**config.mk**
```make
export PLATFORM = sky130hd
export DESIGN_NAME = defl_cfg_i2c
export DESIGN_NICKNAME = d
export VERILOG_FILES = /design/src/rtl/defl_cfg_i2c.sv
export SDC_FILE = /design/constraint.sdc
export NUM_CORES = 1
export LEC_CHECK = 0
export ABC_AREA = 1
export BUFFER_PORTS_ARGS = -buffer_cell sky130_fd_sc_hd__buf_2
export CORE_ASPECT_RATIO = 0.7
export CORE_UTILIZATION = 50
export DETAILED_ROUTE_END_ITERATION = 12
export PLACE_DENSITY = 0.8
export SYNTH_ARGS = -nofsm -noshare
export SYNTH_HDL_FRONTEND = slang
export SYNTH_SLANG_ARGS = --single-unit
```
**constraint.sdc**
```tcl
create_clock -name clk -period 2.6 [get_ports clk]
set_input_delay 0.26 -clock clk [delete_from_list [all_inputs] [get_ports clk]]
set_output_delay 0.26 -clock clk [all_outputs]
set_load 0.005 [all_outputs]
```
**src/rtl/defl_cfg_i2c.sv**
```systemverilog
module defl_cfg_i2c #(
  parameter logic [6:0] DEV_ADDR   = 7'h46,
  parameter int         NREG       = 16,
  parameter int         CTRL_REG   = 11,
  parameter int         LSTART_BIT = 2
) (
  input  logic              clk,
  input  logic              rst_n,
  input  logic              scl_i,
  input  logic              sda_i,
  input  logic              por_evt,
  input  logic              ovp_i,
  output logic              sda_oe,
  output logic [NREG*8-1:0] cfg_o
);
  localparam int AW = $clog2(NREG);

  typedef enum logic [2:0] {S_IDLE, S_RX, S_ACK, S_TX, S_MACK} st_t;
  typedef enum logic [1:0] {K_ADDR, K_SUB, K_DATA} kind_t;

  logic [2:0]    scl_q, sda_q;
  st_t           st;
  kind_t         kind;
  logic          rw, mnack, pon_q, prot_q;
  logic [3:0]    cnt;
  logic [7:0]    sh;
  logic [AW-1:0] sub;
  logic [7:0]    regs [NREG];

  wire scl_rise  = scl_q[1] & ~scl_q[2];
  wire scl_fall  = ~scl_q[1] & scl_q[2];
  wire scl_hi    = scl_q[1] & scl_q[2];
  wire bus_start = scl_hi & ~sda_q[1] & sda_q[2];
  wire bus_stop  = scl_hi & sda_q[1] & ~sda_q[2];
  wire rd_ok     = (st == S_MACK) && scl_fall && mnack;
  wire [7:0] status = {pon_q, prot_q, 6'b0};

  always_ff @(posedge clk or negedge rst_n) begin
    if (!rst_n) begin
      scl_q  <= 3'b111;
      sda_q  <= 3'b111;
      st     <= S_IDLE;
      kind   <= K_ADDR;
      rw     <= 1'b0;
      mnack  <= 1'b0;
      cnt    <= '0;
      sh     <= '0;
      sub    <= '0;
      sda_oe <= 1'b0;
      for (int i = 0; i < NREG; i++) regs[i] <= '0;
    end else begin
      scl_q <= {scl_q[1:0], scl_i};
      sda_q <= {sda_q[1:0], sda_i};
      if (bus_start) begin
        st     <= S_RX;
        kind   <= K_ADDR;
        cnt    <= '0;
        sda_oe <= 1'b0;
      end else if (bus_stop) begin
        st     <= S_IDLE;
        sda_oe <= 1'b0;
      end else if (scl_rise) begin
        case (st)
          S_RX: begin
            sh  <= {sh[6:0], sda_q[1]};
            cnt <= cnt + 4'd1;
          end
          S_TX:   cnt   <= cnt + 4'd1;
          S_MACK: mnack <= sda_q[1];
          default: ;
        endcase
      end else if (scl_fall) begin
        case (st)
          S_RX: if (cnt == 4'd8) begin
            if (kind == K_ADDR && sh[7:1] != DEV_ADDR) begin
              st <= S_IDLE;
            end else begin
              st     <= S_ACK;
              sda_oe <= 1'b1;
              if (kind == K_ADDR) rw <= sh[0];
              if (kind == K_SUB)  sub <= sh[AW-1:0];
              if (kind == K_DATA) begin
                regs[sub] <= sh;
                sub       <= sub + 1'b1;
              end
            end
          end
          S_ACK: begin
            cnt <= '0;
            if (rw && kind == K_ADDR) begin
              st     <= S_TX;
              sda_oe <= ~status[7];
              sh     <= {status[6:0], 1'b0};
            end else begin
              st     <= S_RX;
              sda_oe <= 1'b0;
              kind   <= (kind == K_ADDR) ? K_SUB : K_DATA;
            end
          end
          S_TX: if (cnt == 4'd8) begin
            st     <= S_MACK;
            sda_oe <= 1'b0;
          end else begin
            sda_oe <= ~sh[7];
            sh     <= {sh[6:0], 1'b0};
          end
          S_MACK: if (mnack) begin
            st <= S_IDLE;
          end else begin
            st     <= S_TX;
            cnt    <= '0;
            sda_oe <= ~status[7];
            sh     <= {status[6:0], 1'b0};
          end
          default: ;
        endcase
      end
    end
  end

  always_ff @(posedge clk or negedge rst_n) begin
    if (!rst_n) begin
      pon_q  <= 1'b1;
      prot_q <= 1'b0;
    end else begin
      if (por_evt)    pon_q <= 1'b1;
      else if (rd_ok) pon_q <= 1'b0;
      if (ovp_i)      prot_q <= 1'b1;
      else if (rd_ok) prot_q <= 1'b0;
    end
  end

  for (genvar g = 0; g < NREG; g++) begin : g_out
    if (g == CTRL_REG) begin : g_ctrl
      assign cfg_o[g*8 +: 8] = pon_q ? (regs[g] & ~(8'd1 << LSTART_BIT)) : regs[g];
    end else begin : g_plain
      assign cfg_o[g*8 +: 8] = regs[g];
    end
  end
endmodule


```
==> results of run 1 <==
==> logic make-up after synthesis <==
family	share of synthesized area (%)
simple gates	31.0
fa+ha+maj	1.64
xor+xnor	0.314
buf+inv	16.9
flops	47.9
compound gates	2.21
==> Yosys cell counts <==
cell type,n
a21oi_1,8
a21oi_2,1
buf_1,4
buf_12,1
buf_2,10
buf_4,129
buf_6,13
clkbuf_1,19
clkinv_1,2
dfrtp_1,153
dfstp_2,7
ha_1,11
inv_1,31
inv_2,5
nand2_1,336
nand2_2,1
nand3_1,24
nand3_2,3
nand3_4,9
nand3b_1,1
nand4_1,129
nor2_1,41
nor3_1,5
nor3_2,1
nor3_4,1
o21a_1,1
o21ai_0,20
o21bai_1,3
o22ai_1,1
xnor2_1,1
xor2_1,2
==> layout make-up <==
| class | count | area (um^2) |
|---|---|---|
| clock buffers | 22 | 474 |
| clock inverters | 10 | 134 |
| fillers | 1490 | 7390 |
| inverters | 38 | 143 |
| multi-input cells | 599 | 2960 |
| flip-flops and latches | 160 | 4010 |
| well taps | 225 | 282 |
| repair buffers | 162 | 957 |
==> timing repair <==
item,4_1_cts,5_1_grt
setup endpoints to repair,0,0
hold buffers,3,0
hold endpoints to repair,55,0
==> state kept, by name, summed over array words and instances (netlist names) <==
register,flops
st,3
mnack,1
scl_q,3
kind,2
pon_q,1
cnt,4
sda_q,3
cfg_o,120
rw,1
prot_q,1
regs,8
sh,8
sub,4
sda_oe,1
==> power by group through the flow <==
stage,Sequential [mW],Clock [mW],Combinational [mW]
after floorplan,2.68,0,1.05
after global placement,2.72,0,1.22
after detailed placement,2.72,0,1.23
after CTS,2.68,2.61,1.24
after global routing,2.69,2.72,1.39
final,2.68,2.59,1.25
==> path summary, 6_finish.rpt <==
kind	startpoint	end	slack, ns
worst min register to register	sda_q[0]$_DFF_PN1_	sda_q[1]$_DFF_PN1_	0.37
min in group asynchronous	rst_n	cfg_o[66]$_DFFE_PN0P_	0.36
max in group asynchronous	rst_n	sda_q[2]$_DFF_PN1_	1.39
worst max-delay path	scl_q[1]$_DFF_PN1_	cfg_o[57]$_DFFE_PN0P_	0.21
worst min-delay path	ovp_i	prot_q$_DFFE_PN0P_	0.04
worst max register to register	scl_q[1]$_DFF_PN1_	cfg_o[57]$_DFFE_PN0P_	0.21
==> per-stage QoR <==
| step | worst slack (ns) | instance area, um^2 | hold WS, ns | total power, mW | utilization [%] |
|---|---|---|---|---|---|
| 2_1_floorplan | 0.816 | 8370 | -0.0356 | 3.73 | - |
| 3_3_place_gp | 0.347 | 8320 | 0.252 | 3.93 | 50.9 |
| 3_5_place_dp | 0.239 | 8320 | 0.246 | 3.95 | 50.9 |
| 4_1_cts | 0.221 | 8960 | 0.0360 | 6.53 | 54.8 |
| 5_1_grt | 0.0234 | 8960 | 0.0403 | 6.80 | 54.8 |
| 6_report | 0.209 | 8960 | 0.0445 | 6.52 | 54.8 |
==> cells in the final DEF (no fill, tap or decap), types with 2 or more instances in the layout <==
cell	n
nor2_1	40
clkinv_1	2
dfstp_2	7
clkbuf_1	2
buf_2	133
buf_12	5
o21bai_1	3
nand3_1	24
nand2_1	336
ha_1	11
clkinvlp_4	2
o21ai_0	20
a21oi_1	8
inv_2	5
clkbuf_8	3
inv_1	31
dfrtp_1	153
dlygate4sd3_1	3
nor3_1	5
buf_4	20
clkbuf_16	17
clkinv_2	4
nand3_4	9
nand3_2	3
xor2_1	2
nand4_1	129
bufinv_16	3
==> metal layers <==
metal / part of all wire (%) / up-vias / routed length (um)
li1: - / 3115 / -
met1: 48 / 3109 / 9420
met2: 43 / 295 / 8480
met3: 7.8 / 21 / 1530
met4: 1.1 / 0 / 225
met5: 0 / - / 0
==> run_results.csv, run 1 <==
group,metric,value,unit
global_route,track_usage,23.5,%
routing,avgViaCountPerCell,5.38,
status,outcome,"finished, final reports clean",
cells_and_area,nets,995,
cells_and_area,diodes,0,
floorplan,core-area,16300,um^2
worst_setup_path,slowest_stage,"dfstp_2",
floorplan,ioPinCount,135,
worst_setup_path,cp_slowest_stage_delay,0.39,ns
routing,dr.pass1.iters,5,
worst_setup_path,critPathBufInv,2,
routing,drt_iter0_drc,537,
routing,drcViolationCount,0,
worst_setup_path,crit_top_cell,"nand2_1",
worst_setup_path,path_max_fanout,74,
floorplan,die_h,110,um
worst_setup_path,crit_chain,"ha_1 > nand3_2 > nand2_2 > inv_2 > nand2_1 > a21oi_4 > buf_12 > nand3_1 > nand2_1 > nand2_1",
timing,finalSetupViolCount,0,
power_and_ir_drop,pwr-share-seq,41.1,%
timing,final_hold_viol_count,0,
timing,period_share,92.0,%
placed_design,gp_congestion,0.979,
power_and_ir_drop,p_sw,2.03,mW
cts,cts_setup_buffers,0,
placed_design,dp_hpwl,12.6,mm
logic_synthesis,synth_nets,990,
global_route,grtUsageMet3,4.50,%
logic_synthesis,yosys.area.top_type_share,45.7,%
floorplan,die-area,17300,um^2
cts,cts.clk_slew.worst_paths,0.06,ns
power_and_ir_drop,power_density,728,nW/um^2
global_route,grtUsageMet2,34.1,%
worst_hold_path,hold_path.class,"in2reg",
worst_setup_path,cp.required,2.91,ns
global_route,busiest_layer,"met1",
cts,clkLatencyLatePin,0.43,ns
cts,cts_buffers,17,
timing,fmax,418,MHz
cells_and_area,drive_gt1_share,22.0,%
power_and_ir_drop,clock_power_share,39.8,%
logic_synthesis,synth.avg_cell_area,8.60,um^2
logic_synthesis,yosysSeqAreaShare,47.9,%
global_route,grt_pass1_wl,31.1,mm
timing,tightestPinTransition,0.729,ns
power_and_ir_drop,combPwrFrac,19.2,%
power_and_ir_drop,leakage,5.03,nW
worst_setup_path,crit_type,"reg2reg",
cells_and_area,finalNonFillerCells,1216,
worst_setup_path,reg2regPathDepth,10,
global_route,grt_pass1_vias,5812,
worst_hold_path,min_path_cells,2,
logic_synthesis,yosys-top-cells-area,"dfrtp_1 (46%), nand2_1 (15%), buf_4 (12%)",
cts,post_cts_resize_count,0,
timing,rsz0062_at_grt,"no",
logic_synthesis,synth_area,8370,um^2
cts,htreeDepth,4,
power_and_ir_drop,internal-power,4.50,mW
worst_setup_path,crit_cells,10,
routing,wl_per_cell,16.2,um
logic_synthesis,synthCells,973,
worst_setup_path,path_delay_family,"simple AND/OR/NAND/NOR gates",
logic_synthesis,ys_ff_latch,160,
worst_setup_path,cp-start-kind,"flip-flop",
floorplan,die_x,157,um
cells_and_area,syn2layout_area_growth,7.06,%
timing,maxSlewViolCount,0,
logic_synthesis,yosysTopAreaCell,"dfrtp_1",
global_route,grt_start_max_net_pins,75,
floorplan,rows,39,
routing,antenna_left,0,
cts,clk_path_buf_depth,2,
global_route,grt_remaining_overflow,0,
cts,cts_root_buffer,"clkbuf_16",
timing,timing.setup.tns,0,ns
logic_synthesis,ys_types,31,
timing,timing.final.crit_period,2.39,ns
routing,via_count,6540,
cts,clkSinkCount,160,
power_and_ir_drop,switching_share,31.1,%
global_route,antenna_found_initial,0,
timing,skew,0.00743,ns
logic_synthesis,yosysWarnings,0,
worst_setup_path,arrival,2.71,ns
run,drv_cap,0,
floorplan,initial_core_util,51.2,%
placed_design,dp_cells,1181,
cts,tritoncts,"yes",
routing,drt-total-wl,19.7,mm
timing,slew_headroom,51.2,%
global_route,grtUsageMet1,35.7,%
placed_design,port_buffers,134,
worst_setup_path,endpoint_kind,"flip-flop",
power_and_ir_drop,ir_drop,562,uV
Power figures use the tool's default switching activity.
==> inputs of run 2 (changes only) <==
- clock period: 2.6 -> 2.2 ns (I/O delays scaled with it)
==> run 2 against run 1 <==
Global-route usage is 0.38 points higher; largest cell class unchanged; final cell count is 1.6% higher; die area stayed put; wire length is 2.9% higher; clock power is 24% higher; critical path depth is 1 higher; combinational power is 38% higher; non-clock buffer count is 19 higher; sequential share of layout area is 1.3 points lower.
==> run_results.csv, run 2 (synthesized netlist as in run 1, its figures left out) <==
group,metric,value,unit
worst_hold_path,hold_path.class,"in2reg",
cells_and_area,seq_area,4010,um^2
worst_setup_path,crit_chain,"inv_1 > ha_1 > inv_1 > buf_4 > nand2_1 > o21bai_1 > a21oi_1 > nand2_1 > nand2_1 > nand2_1 > nand2_1",
routing,drcViolationCount,0,
global_route,track_usage,23.9,%
power_and_ir_drop,internal-power,5.54,mW
placed_design,placed_area,8470,um^2
worst_setup_path,crit-reg2reg-launch,"scl_q[2]$_DFF_PN1_",
cells_and_area,finalNonFillerCells,1235,
power_and_ir_drop,power_density,880,nW/um^2
power_and_ir_drop,power,8.12,mW
placed_design,dp_hpwl,12.8,mm
timing,finalSetupViolCount,0,
cells_and_area,multi_input_area,2970,um^2
routing,dr_wl_met3,1.49,mm
floorplan,initial_core_util,51.2,%
cts,clkSinkCount,160,
routing,met1Wirelength,9.50,mm
worst_setup_path,ff2ff_setup_slack,0.19,ns
routing,avgViaCountPerCell,5.39,
floorplan,ioPinCount,135,
floorplan,core-area,16300,um^2
timing,rsz0062_at_grt,"no",
cts,cts_root_buffer,"clkbuf_16",
power_and_ir_drop,ir_drop,815,uV
cells_and_area,final_cell_mix,"nand2_1 (335), dfrtp_1 (153), buf_2 (133)",
timing,final_hold_viol_count,0,
cells_and_area,final_common_cell,"nand2_1",
floorplan,die_h,110,um
power_and_ir_drop,switching_share,31.8,%
cells_and_area,nets,1014,
cts,clk_path_buf_depth,2,
worst_setup_path,cp_slowest_stage_delay,0.55,ns
timing,fmax,498,MHz
worst_setup_path,crit_type,"reg2reg",
run,drv_cap,0,
cts,cts.clk_slew.worst_paths,0.07,ns
cts,cts_buffers,17,
routing,top_layer,"met4",
routing,antenna_left,0,
cts,htreeDepth,4,
timing,worst_slack,0.191,ns
routing,drt_iter0_drc,499,
worst_hold_path,min_to,"prot_q$_DFFE_PN0P_",
power_and_ir_drop,clock_power_share,39.7,%
cells_and_area,final_util,56.5,%
placed_design,gp_congestion,0.991,
worst_setup_path,cp-start-kind,"flip-flop",
timing,timing.setup.tns,0,ns
worst_hold_path,min_path_cells,2,
cts,tritoncts,"yes",
timing,period_share,91.3,%
worst_setup_path,arrival,2.33,ns
timing,tightestPinTransition,0.656,ns
placed_design,port_buffers,134,
worst_setup_path,slowest_stage,"dfstp_2",
routing,via_count,6656,
cells_and_area,syn2layout_area_growth,10.3,%
global_route,grt_remaining_overflow,0,
global_route,grt_start_max_net_pins,73,
timing,whs,0.0200,ns
routing,drt-total-wl,20.2,mm
routing,wl_per_cell,16.4,um
cells_and_area,largest_reg_flops,120,
timing,skew,0.0105,ns
timing,maxSlewViolCount,0,
worst_setup_path,critPathBufInv,3,
power_and_ir_drop,p_sw,2.58,mW
global_route,grt_pass1_wl,31.5,mm
timing,slew_headroom,56.1,%
cells_and_area,diodes,0,
placed_design,dp_cells,1196,
floorplan,die-area,17300,um^2
status,outcome,"finished, final reports clean",
floorplan,rows,39,
cells_and_area,fillers,1461,
worst_setup_path,reg2regPathDepth,11,
floorplan,die_x,157,um
worst_setup_path,endpoint_kind,"flip-flop",
worst_setup_path,path_delay_family,"flip-flops",
power_and_ir_drop,combPwrFrac,21.2,%
power_and_ir_drop,leakage,5.17,nW
routing,dr.pass1.iters,5,
worst_hold_path,holdCritStartpoint,"ovp_i",
worst_setup_path,path_max_fanout,7,
cells_and_area,final_area,9230,um^2
routing,met2_length,9.08,mm
global_route,grt_pass1_vias,6007,
worst_setup_path,crit_top_cell,"nand2_1",
power_and_ir_drop,pwr-share-seq,39.1,%
cts,clkLatencyLatePin,0.42,ns
timing,timing.final.crit_period,2.01,ns
worst_setup_path,r2r_end,"cnt[1]$_DFFE_PN0P_",
global_route,antenna_found_initial,0,
cells_and_area,drive_gt1_share,23.9,%
worst_setup_path,cp.required,2.52,ns
placed_design,post-place-ws,0.0779,ns
==> run 2: final cells by class <==
class,instances,area share (%)
clock buffer,17,4.61
timing repair buffer,181,12.7
multi-input combinational,599,32.2
clock inverter,15,2.43
sequential,160,43.5
tap,225,3.05
inverter,38,1.54
==> run 2: worst max path at each step <==
stage          slack [ns]  cells after the start          startpoint                    end
6_report             0.19                     11  scl_q[2]$_DFF_PN1_     cnt[1]$_DFFE_PN0P_
5_1_grt              0.03                      9  scl_q[1]$_DFF_PN1_      sh[4]$_DFFE_PN0P_
4_1_cts              0.07                      9  scl_q[2]$_DFF_PN1_  cfg_o[40]$_DFFE_PN0P_
3_5_place_dp         0.08                      9  scl_q[2]$_DFF_PN1_  cfg_o[40]$_DFFE_PN0P_
3_3_place_gp         0.12                      9  scl_q[2]$_DFF_PN1_  cfg_o[45]$_DFFE_PN0P_
2_1_floorplan        0.42                     10  scl_q[2]$_DFF_PN1_   regs[39]$_DFFE_PN0P_
==> run 2: layer usage <==
layer  global-route usage, %  up-vias
met3                    5.36       18
met2                    35.7      306
li1                        -     3147
met4                    7.07        0
met5                       0        -
met1                    34.7     3185
==> run 2: power groups by stage <==
stage | combinational (mW) | sequential (mW) | clock, mW
after floorplan | 1.24 | 3.17 | 0
after global placement | 1.52 | 3.22 | 0
after detailed placement | 1.54 | 3.23 | 0
after CTS | 1.55 | 3.17 | 3.27
after global routing | 1.88 | 3.19 | 3.39
final | 1.72 | 3.18 | 3.22
==> run 2: timing repair <==
| item | 4_1_cts | 5_1_grt |
|---|---|---|
| hold buffers | 4 | 0 |
| buffers inserted | 0 | 1 |
| hold endpoints to repair | 59 | 0 |
| endpoints found under the setup margin | 0 | 62 |
| resized for setup | 0 | 3 |
==> run 2: worst register-to-register path: stages (launching register included) <==
cell and delay, ns:
dfstp_2 0.55, inv_1 0.04, ha_1 0.24, inv_1 0.09, buf_4 0.15, nand2_1 0.05
o21bai_1 0.21, a21oi_1 0.08, nand2_1 0.20, nand2_1 0.16, nand2_1 0.09, nand2_1 0.05
==> inputs of run 3 (changes only) <==
- GPL_ROUTABILITY_DRIVEN: not set -> 0
- PLACE_DENSITY: 0.8 -> 0.83
- clock period: 2.2 -> 1.75 ns (I/O delays scaled with it)
==> run 3 against run 2 <==
The run now ends with negative setup slack left; non-clock buffer count up 64; core utilization is 8.0 points higher; power grew 45%; sequential power rose by 25%.
==> run_results.csv, run 3 (synthesized netlist as in run 1, its figures left out) <==
group,metric,value,unit
worst_setup_path,crit_chain,"inv_2 > ha_4 > inv_4 > nand2_4 > a21oi_4 > buf_12 > buf_16 > buf_12 > nand4_1 > nand2_2",
floorplan,initial_core_util,51.2,%
worst_setup_path,critPathBufInv,5,
cells_and_area,largest_reg_flops,120,
worst_setup_path,slowest_stage,"dfstp_2",
cells_and_area,fillers,1256,
global_route,grt_remaining_overflow,0,
worst_setup_path,reg2regPathDepth,10,
worst_setup_path,path_delay_family,"flip-flops",
floorplan,die-area,17300,um^2
routing,antenna_left,0,
cts,cts_buffers,17,
worst_hold_path,hold_path.class,"in2async",
cells_and_area,syn2layout_area_growth,25.9,%
cts,tritoncts,"yes",
timing,maxSlewViolCount,0,
timing,final_hold_viol_count,0,
floorplan,ioPinCount,135,
timing,skew,0.0133,ns
worst_setup_path,endpoint_kind,"flip-flop",
routing,drcViolationCount,0,
worst_setup_path,crit-reg2reg-launch,"scl_q[2]$_DFF_PN1_",
worst_setup_path,cp-start-kind,"flip-flop",
cells_and_area,nets,1078,
status,outcome,"finished, violations left",
cells_and_area,final_util,64.5,%
cts,cts.clk_slew.worst_paths,0.06,ns
cts,clkSinkCount,160,
worst_setup_path,crit_top_cell,"buf_12",
worst_setup_path,cp.required,2.12,ns
worst_setup_path,crit_cells,10,
global_route,track_usage,25.9,%
timing,fmax,524,MHz
global_route,antenna_found_initial,0,
timing,whs,0.242,ns
floorplan,rows,39,
cts,htreeDepth,4,
floorplan,die_x,157,um
worst_setup_path,path_max_fanout,8,
floorplan,core-area,16300,um^2
cts,clkLatencyLatePin,0.44,ns
placed_design,port_buffers,134,
cts,cts_root_buffer,"clkbuf_16",
timing,timing.setup.tns,-10.93,ns
worst_setup_path,crit_type,"reg2reg",
routing,dr.pass1.iters,6,
cts,clk_path_buf_depth,2,
timing,tightestPinTransition,0.440,ns
cells_and_area,drive_gt1_share,39.4,%
power_and_ir_drop,power_density,1120,nW/um^2
routing,wl_per_cell,18.5,um
timing,worst_slack,-0.159,ns
run,drv_cap,0,
global_route,grt_start_max_net_pins,49,
routing,drt-total-wl,24.0,mm
timing,rsz0062_at_grt,"yes",
status,violations,"negative setup slack",
routing,drt_iter0_drc,709,
worst_setup_path,r2r_end,"cfg_o[36]$_DFFE_PN0P_",
routing,via_count,7287,
timing,slew_headroom,70.6,%
routing,avgViaCountPerCell,5.61,
global_route,grt_pass1_vias,6561,
global_route,grt_pass1_wl,34.0,mm
worst_setup_path,cp_slowest_stage_delay,0.59,ns
power_and_ir_drop,ir_drop,706,uV
timing,timing.final.crit_period,1.91,ns
placed_design,dp_hpwl,13.5,mm
timing,period_share,109,%
cells_and_area,diodes,0,
worst_setup_path,arrival,2.28,ns
cells_and_area,final_cell_mix,"nand2_1 (241), dfrtp_1 (153), buf_2 (133)",
floorplan,die_h,110,um
worst_setup_path,ff2ff_setup_slack,-0.16,ns
power_and_ir_drop,leakage,5.64,nW
cells_and_area,final_common_cell,"nand2_1",
timing,finalSetupViolCount,127,
==> run 3: worst register-to-register path: cells and delay by family (launching register included) <==
family / cells / cell delay (ns)
flip-flops: 1 / 0.59
buffers and inverters: 5 / 0.58
AND/OR/NAND/NOR: 3 / 0.30
AO/OA/AOI/OAI: 1 / 0.21
adder cells (fa/ha/maj): 1 / 0.16
==> run 3: how the worst max path moves through the flow <==
stage,end,slack [ns],start
2_1_floorplan,cfg_o[40]$_DFFE_PN0P_,0.0006,scl_q[1]$_DFF_PN1_
3_3_place_gp,cfg_o[63]$_DFFE_PN0P_,-0.13,scl_q[2]$_DFF_PN1_
3_5_place_dp,cfg_o[14]$_DFFE_PN0P_,-0.18,scl_q[2]$_DFF_PN1_
4_1_cts,cfg_o[24]$_DFFE_PN0P_,-0.11,scl_q[1]$_DFF_PN1_
5_1_grt,cfg_o[36]$_DFFE_PN0P_,-0.21,scl_q[2]$_DFF_PN1_
6_report,cfg_o[36]$_DFFE_PN0P_,-0.16,scl_q[2]$_DFF_PN1_
==> run 3: layout make-up <==
type                            instances  area, um^2  area share, %
Multi-Input combinational cell        599        3410           32.4
Sequential cell                       160        4010           38.1
Clock inverter                         12         204           1.94
Inverter                               38         149           1.41
Timing Repair Buffer                  245        2020           19.2
Tap cell                              225         282           2.67
Clock buffer                           20         457           4.33
==> run 3: per-layer routing <==
| metal | up-vias | global-route usage, % | routed length [um] |
|---|---|---|---|
| li1 | 3287 | - | - |
| met1 | 3501 | 36.0 | 9900 |
| met2 | 440 | 39.9 | 11100 |
| met3 | 59 | 6.68 | 2460 |
| met4 | 0 | 8.05 | 515 |
| met5 | - | 0 | 0 |
==> run 3: timing repair <==
action / in CTS / in global routing
setup buffers: 8 / 11
resized for setup: 37 / 151
cloned: 4 / 8
hold endpoints to repair: 38 / 0
hold buffers: 5 / 0
pin swaps: 6 / 46
setup endpoints to repair: 141 / 149
==> run 3: per-stage QoR <==
stage | instances | total power, mW | setup slack, ns | cell area (um^2)
2_1_floorplan | 973 | 5.55 | 0.000607 | 8400
3_3_place_gp | 1233 | 6.21 | -0.127 | 8780
3_5_place_dp | 1233 | 6.25 | -0.177 | 8780
4_1_cts | 1281 | 10.9 | -0.109 | 9810
5_1_grt | 1299 | 12.2 | -0.209 | 10500
6_report | 1299 | 11.8 | -0.159 | 10500
==> run 3: power by group <==
group	switching [mW]	internal, mW	leakage, nW
Clock	1.55	2.62	0.313
Combinational	1.96	1.70	3.14
Sequential	0.138	3.84	2.19
